`src/rtl/scan_pkg.sv`:
```
package scan_pkg;

  typedef enum logic [2:0] {
    ST_IDLE  = 3'd0,
    ST_FRAME = 3'd1,
    ST_PULSE = 3'd2,
    ST_WAIT  = 3'd3,
    ST_DONE  = 3'd4
  } scan_state_e;

endpackage

```
`src/rtl/spi3_frame_eng.sv`:
```
module spi3_frame_eng #(
  parameter int WORD_W   = 16,
  parameter int HALF_DIV = 2
) (
  input  logic              clk,
  input  logic              rst_n,
  input  logic              launch_i,
  input  logic [WORD_W-1:0] tx_word_i,
  input  logic              miso_i,
  output logic              sclk_o,
  output logic              cs_n_o,
  output logic              mosi_o,
  output logic              done_o,
  output logic [WORD_W-1:0] rx_word_o
);

  localparam int EDGE_N = 2 * WORD_W;
  localparam int EW     = $clog2(EDGE_N + 1);
  localparam int DW     = (HALF_DIV > 1) ? $clog2(HALF_DIV) : 1;

  logic              active_q, active_d;
  logic [DW-1:0]     div_q, div_d;
  logic [EW-1:0]     edge_q, edge_d;
  logic [WORD_W-1:0] tx_q, tx_d;
  logic [WORD_W-1:0] rx_q, rx_d;
  logic [WORD_W-1:0] word_q, word_d;
  logic              sclk_q, sclk_d;
  logic              cs_n_q, cs_n_d;
  logic              mosi_q, mosi_d;
  logic              done_q, done_d;
  logic              tick;

  assign tick = active_q && (div_q == DW'(HALF_DIV - 1));

  always_comb begin
    active_d = active_q;
    div_d    = div_q;
    edge_d   = edge_q;
    tx_d     = tx_q;
    rx_d     = rx_q;
    word_d   = word_q;
    sclk_d   = sclk_q;
    cs_n_d   = cs_n_q;
    mosi_d   = mosi_q;
    done_d   = 1'b0;
    if (!active_q) begin
      if (launch_i) begin
        active_d = 1'b1;
        cs_n_d   = 1'b0;
        div_d    = '0;
        edge_d   = '0;
        tx_d     = tx_word_i;
      end
    end else begin
      div_d = tick ? '0 : div_q + DW'(1);
      if (tick) begin
        if (edge_q == EW'(EDGE_N)) begin
          active_d = 1'b0;
          cs_n_d   = 1'b1;
          mosi_d   = 1'b0;
          done_d   = 1'b1;
          word_d   = rx_q;
        end else if (!edge_q[0]) begin
          sclk_d = 1'b0;
          mosi_d = tx_q[WORD_W-1];
          tx_d   = {tx_q[WORD_W-2:0], 1'b0};
          edge_d = edge_q + EW'(1);
        end else begin
          sclk_d = 1'b1;
          rx_d   = {rx_q[WORD_W-2:0], miso_i};
          edge_d = edge_q + EW'(1);
        end
      end
    end
  end

  always_ff @(posedge clk or negedge rst_n) begin
    if (!rst_n) begin
      active_q <= 1'b0;
      div_q    <= '0;
      edge_q   <= '0;
      tx_q     <= '0;
      rx_q     <= '0;
      word_q   <= '0;
      sclk_q   <= 1'b1;
      cs_n_q   <= 1'b1;
      mosi_q   <= 1'b0;
      done_q   <= 1'b0;
    end else begin
      active_q <= active_d;
      div_q    <= div_d;
      edge_q   <= edge_d;
      tx_q     <= tx_d;
      rx_q     <= rx_d;
      word_q   <= word_d;
      sclk_q   <= sclk_d;
      cs_n_q   <= cs_n_d;
      mosi_q   <= mosi_d;
      done_q   <= done_d;
    end
  end

  assign sclk_o    = sclk_q;
  assign cs_n_o    = cs_n_q;
  assign mosi_o    = mosi_q;
  assign done_o    = done_q;
  assign rx_word_o = word_q;


  sclk_park_chk: assert property (@(posedge clk) disable iff (!rst_n)
    cs_n_o |-> sclk_o);


  cs_open_chk: assert property (@(posedge clk) disable iff (!rst_n)
    $fell(cs_n_o) |-> $past(launch_i));


  mosi_hold_chk: assert property (@(posedge clk) disable iff (!rst_n)
    (!cs_n_o && !$fell(sclk_o)) |-> $stable(mosi_o));

endmodule

```
`src/rtl/conv_waiter.sv`:
```
module conv_waiter #(
  parameter int WAIT_ON_BUSY = 1,
  parameter int CONV_CYCLES  = 600,
  parameter int SYNC_STAGES  = 2
) (
  input  logic clk,
  input  logic rst_n,
  input  logic arm_i,
  input  logic busy_i,
  output logic fire_o
);

  localparam int GUARD = SYNC_STAGES + 2;
  localparam int LIMIT = (CONV_CYCLES > GUARD) ? CONV_CYCLES : GUARD;
  localparam int CW    = $clog2(LIMIT + 1);

  logic          wait_q, wait_d;
  logic [CW-1:0] cnt_q, cnt_d;
  logic          fire;

  generate
    if (WAIT_ON_BUSY != 0) begin : g_busy
      logic [SYNC_STAGES-1:0] sync_q;

      always_ff @(posedge clk or negedge rst_n) begin
        if (!rst_n) sync_q <= '0;
        else        sync_q <= {sync_q[SYNC_STAGES-2:0], busy_i};
      end

      assign fire = wait_q && (cnt_q >= CW'(GUARD)) && !sync_q[SYNC_STAGES-1];


      busy_low_chk: assert property (@(posedge clk) disable iff (!rst_n)
        fire |-> !$past(busy_i, SYNC_STAGES));
    end else begin : g_timer
      assign fire = wait_q && (cnt_q == CW'(CONV_CYCLES - 1));
    end
  endgenerate

  always_comb begin
    wait_d = wait_q;
    cnt_d  = cnt_q;
    if (arm_i) begin
      wait_d = 1'b1;
      cnt_d  = '0;
    end else if (fire) begin
      wait_d = 1'b0;
    end else if (wait_q && (cnt_q != CW'(LIMIT))) begin
      cnt_d = cnt_q + CW'(1);
    end
  end

  always_ff @(posedge clk or negedge rst_n) begin
    if (!rst_n) begin
      wait_q <= 1'b0;
      cnt_q  <= '0;
    end else begin
      wait_q <= wait_d;
      cnt_q  <= cnt_d;
    end
  end

  assign fire_o = fire;

endmodule

```
`src/rtl/scan_result_mem.sv`:
```
module scan_result_mem #(
  parameter int DEPTH  = 8,
  parameter int WORD_W = 16
) (
  input  logic                     clk,
  input  logic                     rst_n,
  input  logic                     wr_en_i,
  input  logic [$clog2(DEPTH)-1:0] wr_addr_i,
  input  logic [WORD_W-1:0]        wr_data_i,
  input  logic [$clog2(DEPTH)-1:0] rd_addr_i,
  output logic [WORD_W-1:0]        rd_data_o
);

  localparam int AW = $clog2(DEPTH);

  logic [WORD_W-1:0] cell_q [DEPTH];

  generate
    for (genvar i = 0; i < DEPTH; i++) begin : g_cell
      logic hit;
      assign hit = wr_en_i && (wr_addr_i == AW'(i));
      always_ff @(posedge clk or negedge rst_n) begin
        if (!rst_n)   cell_q[i] <= '0;
        else if (hit) cell_q[i] <= wr_data_i;
      end
    end
  endgenerate

  assign rd_data_o = cell_q[rd_addr_i];

endmodule

```
`src/rtl/adc_scan_seq.sv`:
```
module adc_scan_seq
  import scan_pkg::*;
#(
  parameter int NUM_CH       = 8,
  parameter int WORD_W       = 16,
  parameter int SCLK_HALF    = 2,
  parameter int WAIT_ON_BUSY = 1,
  parameter int CONV_CYCLES  = 600
) (
  input  logic                      clk,
  input  logic                      rst_n,
  input  logic                      start_i,
  output logic                      done_o,
  output logic                      sclk_o,
  output logic                      cs_n_o,
  output logic                      mosi_o,
  input  logic                      miso_i,
  output logic                      convst_o,
  input  logic                      busy_i,
  input  logic [$clog2(NUM_CH)-1:0] rd_addr_i,
  output logic [WORD_W-1:0]         rd_data_o
);

  localparam int CH_W = $clog2(NUM_CH);
  localparam int KW   = $clog2(NUM_CH + 1);

  // reset: asserted asynchronously, released on the clock
  logic [1:0] rs_q;
  logic       rst_n_s;

  always_ff @(posedge clk or negedge rst_n) begin
    if (!rst_n) rs_q <= 2'b00;
    else        rs_q <= {rs_q[0], 1'b1};
  end
  assign rst_n_s = rs_q[1];

  scan_state_e       state_q, state_d;
  logic [KW-1:0]     k_q, k_d;
  logic              done_q, done_d;
  logic              convst_q;
  logic              launch;
  logic [KW-1:0]     launch_k;
  logic [WORD_W-1:0] cfg_word;
  logic              f_done;
  logic [WORD_W-1:0] f_rx;
  logic              fire;
  logic              mem_we;
  logic [CH_W-1:0]   mem_addr;

  // index of the frame about to open
  always_comb begin
    launch_k = (state_q == ST_WAIT) ? k_q + KW'(1) : '0;
    cfg_word = '0;
    if (launch_k < KW'(NUM_CH)) begin
      cfg_word[WORD_W-1] = 1'b1;
      cfg_word[CH_W-1:0] = launch_k[CH_W-1:0];
    end
  end

  always_comb begin
    state_d  = state_q;
    k_d      = k_q;
    done_d   = done_q;
    launch   = 1'b0;
    mem_we   = 1'b0;
    mem_addr = CH_W'(k_q - KW'(1));
    unique case (state_q)
      ST_IDLE, ST_DONE: begin
        if (start_i) begin
          k_d     = '0;
          done_d  = 1'b0;
          launch  = 1'b1;
          state_d = ST_FRAME;
        end
      end
      ST_FRAME: begin
        if (f_done) begin
          mem_we = (k_q != '0);
          if (k_q == KW'(NUM_CH)) begin
            done_d  = 1'b1;
            state_d = ST_DONE;
          end else begin
            state_d = ST_PULSE;
          end
        end
      end
      ST_PULSE: state_d = ST_WAIT;
      ST_WAIT: begin
        if (fire) begin
          k_d     = k_q + KW'(1);
          launch  = 1'b1;
          state_d = ST_FRAME;
        end
      end
      default: state_d = ST_IDLE;
    endcase
  end

  always_ff @(posedge clk or negedge rst_n_s) begin
    if (!rst_n_s) begin
      state_q  <= ST_IDLE;
      k_q      <= '0;
      done_q   <= 1'b0;
      convst_q <= 1'b0;
    end else begin
      state_q  <= state_d;
      k_q      <= k_d;
      done_q   <= done_d;
      convst_q <= (state_d == ST_PULSE);
    end
  end

  spi3_frame_eng #(
    .WORD_W  (WORD_W),
    .HALF_DIV(SCLK_HALF)
  ) u_frame (
    .clk      (clk),
    .rst_n    (rst_n_s),
    .launch_i (launch),
    .tx_word_i(cfg_word),
    .miso_i   (miso_i),
    .sclk_o   (sclk_o),
    .cs_n_o   (cs_n_o),
    .mosi_o   (mosi_o),
    .done_o   (f_done),
    .rx_word_o(f_rx)
  );

  conv_waiter #(
    .WAIT_ON_BUSY(WAIT_ON_BUSY),
    .CONV_CYCLES (CONV_CYCLES),
    .SYNC_STAGES (2)
  ) u_wait (
    .clk   (clk),
    .rst_n (rst_n_s),
    .arm_i (state_q == ST_PULSE),
    .busy_i(busy_i),
    .fire_o(fire)
  );

  scan_result_mem #(
    .DEPTH (NUM_CH),
    .WORD_W(WORD_W)
  ) u_mem (
    .clk      (clk),
    .rst_n    (rst_n_s),
    .wr_en_i  (mem_we),
    .wr_addr_i(mem_addr),
    .wr_data_i(f_rx),
    .rd_addr_i(rd_addr_i),
    .rd_data_o(rd_data_o)
  );

  assign done_o   = done_q;
  assign convst_o = convst_q;


  strobe_width_chk: assert property (@(posedge clk) disable iff (!rst_n_s)
    convst_o |=> !convst_o);


  strobe_idle_chk: assert property (@(posedge clk) disable iff (!rst_n_s)
    convst_o |-> cs_n_o);


  done_after_last_chk: assert property (@(posedge clk) disable iff (!rst_n_s)
    $rose(done_o) |-> $past(mem_we && (mem_addr == CH_W'(NUM_CH - 1))));


  done_clear_chk: assert property (@(posedge clk) disable iff (!rst_n_s)
    $fell(done_o) |-> $past(start_i));


  scan_locked_chk: assert property (@(posedge clk) disable iff (!rst_n_s)
    (start_i && (state_q == ST_PULSE)) |=> (state_q == ST_WAIT));

endmodule

```
`config.mk`:
```
export PLATFORM = sky130hd
export DESIGN_NAME = adc_scan_seq
export DESIGN_NICKNAME = d
export VERILOG_FILES = /design/src/rtl/scan_pkg.sv /design/src/rtl/spi3_frame_eng.sv /design/src/rtl/conv_waiter.sv /design/src/rtl/scan_result_mem.sv /design/src/rtl/adc_scan_seq.sv
export SDC_FILE = /design/constraint.sdc
export NUM_CORES = 1
export LEC_CHECK = 0
export ABC_AREA = 0
export BUFFER_PORTS_ARGS = -buffer_cell sky130_fd_sc_hd__buf_4
export CAP_MARGIN = 20
export CORE_MARGIN = 5
export CORE_UTILIZATION = 25
export DETAILED_ROUTE_END_ITERATION = 10
export SYNTH_ARGS = -nofsm -noshare
export SYNTH_HDL_FRONTEND = slang
export SYNTH_SLANG_ARGS = --single-unit
```
`constraint.sdc`:
```
create_clock -name clk -period 18.4 [get_ports clk]
set_input_delay 2.76 -clock clk [delete_from_list [all_inputs] [get_ports clk]]
set_output_delay 2.76 -clock clk [all_outputs]
set_load 0.1 [all_outputs]
```
# == Word-level counts from Yosys, hierarchy flattened ==
# Cells that the tools add are included.
# op_classes
order_cmp,3
addsub,5
muxes,53
reduce_logical,32
bitwise,2
eq_ne,25
# op_table
cell,count
16-bit 2-to-1 mux,7
16-bit binary-select mux with 3-bit select,1
10-bit 2-to-1 mux,3
1-bit 2-to-1 mux,26
6-bit 2-to-1 mux,4
3-bit AND reduction,6
"2-bit != test, second input constant",8
"3-bit by 2-bit == test with 1-bit output, second input constant",5
"3-bit == test, second input constant",5
3-bit 2-to-1 mux,5
1-bit logical AND,12
4-bit 2-to-1 mux,3
3-bit case mux with 4 select lines,1
4-bit AND reduction,3
"10-bit by 1-bit adder with 10-bit output, second input constant",1
"10-bit by 3-bit greater-or-equal comparator with 1-bit output, second input constant",1
"10-bit != test, second input constant",1
2-bit nonzero test,5
4-bit case mux with 2 select lines,1
"6-bit by 1-bit adder with 6-bit output, second input constant",1
"3-bit by 1-bit == test with 1-bit output, second input constant",2
"6-bit == test, second input constant",1
3-bit logical NOT,2
"4-bit by 1-bit adder with 4-bit output, second input constant",1
13 further kinds,15
# word_totals
regBits,212
wordCells,146
inputBits,8

# == Logic depth before layout (Yosys ltp) ==
# logic_depth
depth_word,7
ltp_mapped,8

# == By module ==
# From an unflattened synthesis, not the netlist that was laid out.
# unflattened
hier_cells,643
hier_area_um2,9843.2
# by_module_without_submodules
module,area_per_inst_um2,cells_per_inst,instances
scan_result_mem,5930.7,336,1
spi3_frame_eng,2592.5,174,1
conv_waiter,681.9,68,1
adc_scan_seq,638.1,65,1

# == Worst setup path after synthesis ==
# OpenSTA, ideal clock, no wires.
# synth_path
path_type,input-to-output
startpoint,in rd_addr_i[0]
endpoint,out rd_data_o[0]
cell_stages,4
path_slack_ps,11354
required_ps,15640
t_arrival_ps,4286
path_cell_list,clkbuf_1 buf_2 mux4_2 mux2_2
# synth_via
elab_chain_cells,4
# synth_lines
element,line_no,text
"start, declared",adc_scan_seq.sv:20,"input logic [$clog2(NUM_CH)-1:0] rd_addr_i,"
3-bit inverter with 4-bit output (not written as such),scan_result_mem.sv:29,assign rd_data_o = cell_q[rd_addr_i];
16-bit binary-select mux with 3-bit select,scan_result_mem.sv:29,
16-bit 2-to-1 mux (not written as such) (2 in series),scan_result_mem.sv:29,
"end, declared",adc_scan_seq.sv:21,output logic [WORD_W-1:0] rd_data_o
# Every way passes these cells. The select of a mux whose other input is x is not followed.

# == Final worst setup path ==
# layout_path
startpoint,in rd_addr_i[0]
endpoint,out rd_data_o[2]
# The elaborated chain is that of the path after synthesis.

==> flow_summary.toml <==
[sta]
fin_skew_ns = 0.0149
max_freq_mhz = 140
finalSetupViolCount = 0
fin_ws_ns = 11.24
relSlewSlack_pct = 37.6
finalCriticalPeriod_ns = 7.16
hold_viol = 0
tns_ns = 0
maxSlewViolCount = 0
timing.final.crit_share_pct = 38.9
worstMarginPinSlew_ns = 0.937
rsz0062_at_grt = "no"

[yosys]
yosysWarnings = 0
synth_compound_area_share_pct = 4.20
synthTopCellsByArea = "dfrtp_1 (55%), mux2_2 (20%), mux4_2 (7.6%)"
ys_async_sr_fraction_pct = 100
avgSynthCellArea_um2 = 14.6
synth-adder-area-share_pct = 1.32
synth_top_area_cell = "dfrtp_1"
synth_edf_count = 0
synth_top_area_share_pct = 55.3
syn_nets = 669
yosysUniqueCellTypes = 52
synth_top_family_by_area = "multiplexers"
synthCells = 651
synth_xor_area_share_pct = 1.20
synth_ff_type = "dfrtp_1"
ys_seq_area_share_pct = 55.8
netlist_area_mm2 = 0.00951
synthMuxAreaShare_pct = 29.7
synth-simple-area-share_pct = 5.27
ys_ff_latch = 212

[layout]
fin_cells = 1206
syn_to_final_growth_pct = 15.8
nets = 697
layout-drive-gt1-share_pct = 42.4
design_area_mm2 = 0.0110
fill_cells = 3783
diodes = 0

[clocking]
cts_setup_buffers = 0
cts_root_buf = "clkbuf_16"
cts_tree = "built"
cts_hold_buf = 0
path_clk_slew_ns = 0.05
clockBufferDepth = 3
cts_made_buffers = 24
insertion_delay_ns = 0.52
h-tree-depth = 1
numClockSinks = 212
cts_resized = 0

[floorplanning]
fp.dieW_um = 205
ios = 29
die_h_um = 205
row_count = 71
dieArea_mm2 = 0.0420
core-area_mm2 = 0.0376
floorplan.initialDensity_pct = 25.3

[status]
status = "completed"

[power_and_ir_drop]
ir_worst_vdd_mv = 0.0520
power_uw = 972
leakagePower_uw = 0.00517
pwr_density_cell_mw_per_mm2 = 88.3

[placement]
hpwl_mm = 11.1
gp_congestion = 0.752
numPortBuffers = 28
dp_slack_ns = 11.20
dp.cells = 1164
place_area_mm2 = 0.0102

[drt]
vias = 5290
first_pass_iters = 4
wire_per_inst_um = 15.8
drt_iter0_drc = 297
drc = 0
wirelength_mm = 19.1
via_per_inst = 4.39
ant_nets = 0

[global_route]
grt_pass1_vias = 5506
antenna_found_initial = 0
track_usage_pct = 9.23
grt-ovfl-total = 0
grt_pass1_wl_mm = 31.3
grt_max_degree = 158

[worst_setup_path]
r2r-start = "u_wait.cnt_q[7]$_DFFE_PN0P_"
worstSetupPathType = "in2out"
cp-end-kind = "primary output"
arrival_ns = 4.40
startpoint_type = "primary input"
cp_max_fo = 32
rrSetupSlack_ns = 15.59
required_ns = 15.64
startpoint = "rd_addr_i[0]"

[hold_path]
hold_path_class = "reg2reg"
min_from = "u_wait.g_busy.sync_q[0]$_DFF_PN0_"

[run]
max-cap-violations = 0
[synth_stat cells, drive strengths merged (2+ instances only)]
master	count
nand2b	3
a221oi	2
nand3b	2
nand2	31
nor2b	2
inv	14
a21o	2
o31ai	5
dfstp	2
mux2i	12
and2	3
xnor2	10
clkbuf	10
nand4	4
ha	10
mux4	32
a21oi	6
nor2	23
nand3	12
nor3	7
mux2	176
o21ai	13
o22ai	2
and4	2
a211o	3
buf	18
o21a	2
nor4	7
o2bb2ai	12
xor2	3
dfrtp	210
[stage by stage]
stage	util [%]	hold WS (ns)
global route	29.3	0.354
floorplan	-	0.331
global placement	27.2	0.334
detailed placement	27.2	0.337
CTS	29.3	0.351
finish	29.3	0.349
[sequential cells by signal (all words and copies together), names as in the netlist, 3 cells and up]
name / count
u_frame.edge_q: 6
state_q: 3
u_frame.tx_q: 16
k_q: 4
u_wait.cnt_q: 10
u_mem.cell_q: 128
u_frame.rx_word_o: 16
u_frame.rx_q: 16
[logic make-up after synthesis]
logic type / count (synthesis)
muxes: 220
DFF: 212
and+or+nand+nor: 99
AOI/OAI and AO/OA: 53
buffers and inverters: 43
xor gates and xnor gates: 13
adders and majority gates: 10
other: 1
[final timing paths]
| kind | to | cells past startpoint |
|---|---|---|
| min in group asynchronous | u_frame.edge_q[2]$_DFFE_PN0P_ | 0 |
| max in group asynchronous | rs_q[1]$_DFF_PN0_ | 1 |
| setup reg to reg | u_frame.tx_q[2]$_DFFE_PN0P_ | 5 |
| setup / recovery | rd_data_o[2] | 4 |
| hold / removal | u_wait.g_busy.sync_q[1]$_DFF_PN0_ | 0 |
| hold reg to reg | u_wait.g_busy.sync_q[1]$_DFF_PN0_ | 0 |
[cell usage in the layout (no fill, tap or decap), types with 8 or more instances in the layout]
cell type / n
xnor2_1: 10
clkbuf_16: 24
nand3_1: 12
clkbuf_8: 10
buf_4: 29
inv_1: 13
mux4_2: 32
mux2i_1: 12
o2bb2ai_1: 12
nor2_1: 21
nand2_1: 23
mux2_2: 173
nand2_2: 8
o21ai_0: 13
dfrtp_1: 209
ha_1: 10
[report_power, final]
| group | leakage, uW | internal, uW | switching (uW) | total (uW) |
|---|---|---|---|---|
| sequential | 0.00285 | 470 | 6.22 | 476 |
| combinational | 0.00192 | 9.30 | 17.3 | 26.6 |
| clock | 0.000392 | 279 | 190 | 469 |
| total | 0.00517 | 758 | 214 | 972 |
[routing by layer]
metal  track usage (%)  vias to the layer above  routed length (um)
li1                  -                     2460                   -
met1              12.7                     2735                9100
met2              14.9                       63                8850
met3              1.96                       32                 685
met4              2.51                        0                 425
met5                 0                        -                   0
[layout make-up]
class                           count  area, um^2  area share (%)
Clock inverter                      7        51.3           0.466
Sequential cell                   212        5310            48.3
Multi-Input combinational cell    396        3970            36.1
Tap cell                          511         639            5.81
Inverter                           15        56.3           0.512
Timing Repair Buffer               30         238            2.16
Clock buffer                       35         742            6.74
[critical path: stages]
cell and delay, ns:
buf_4 0.51, mux4_2 0.58, mux2_2 0.29, buf_4 0.24
Power figures use the tool's default switching activity.
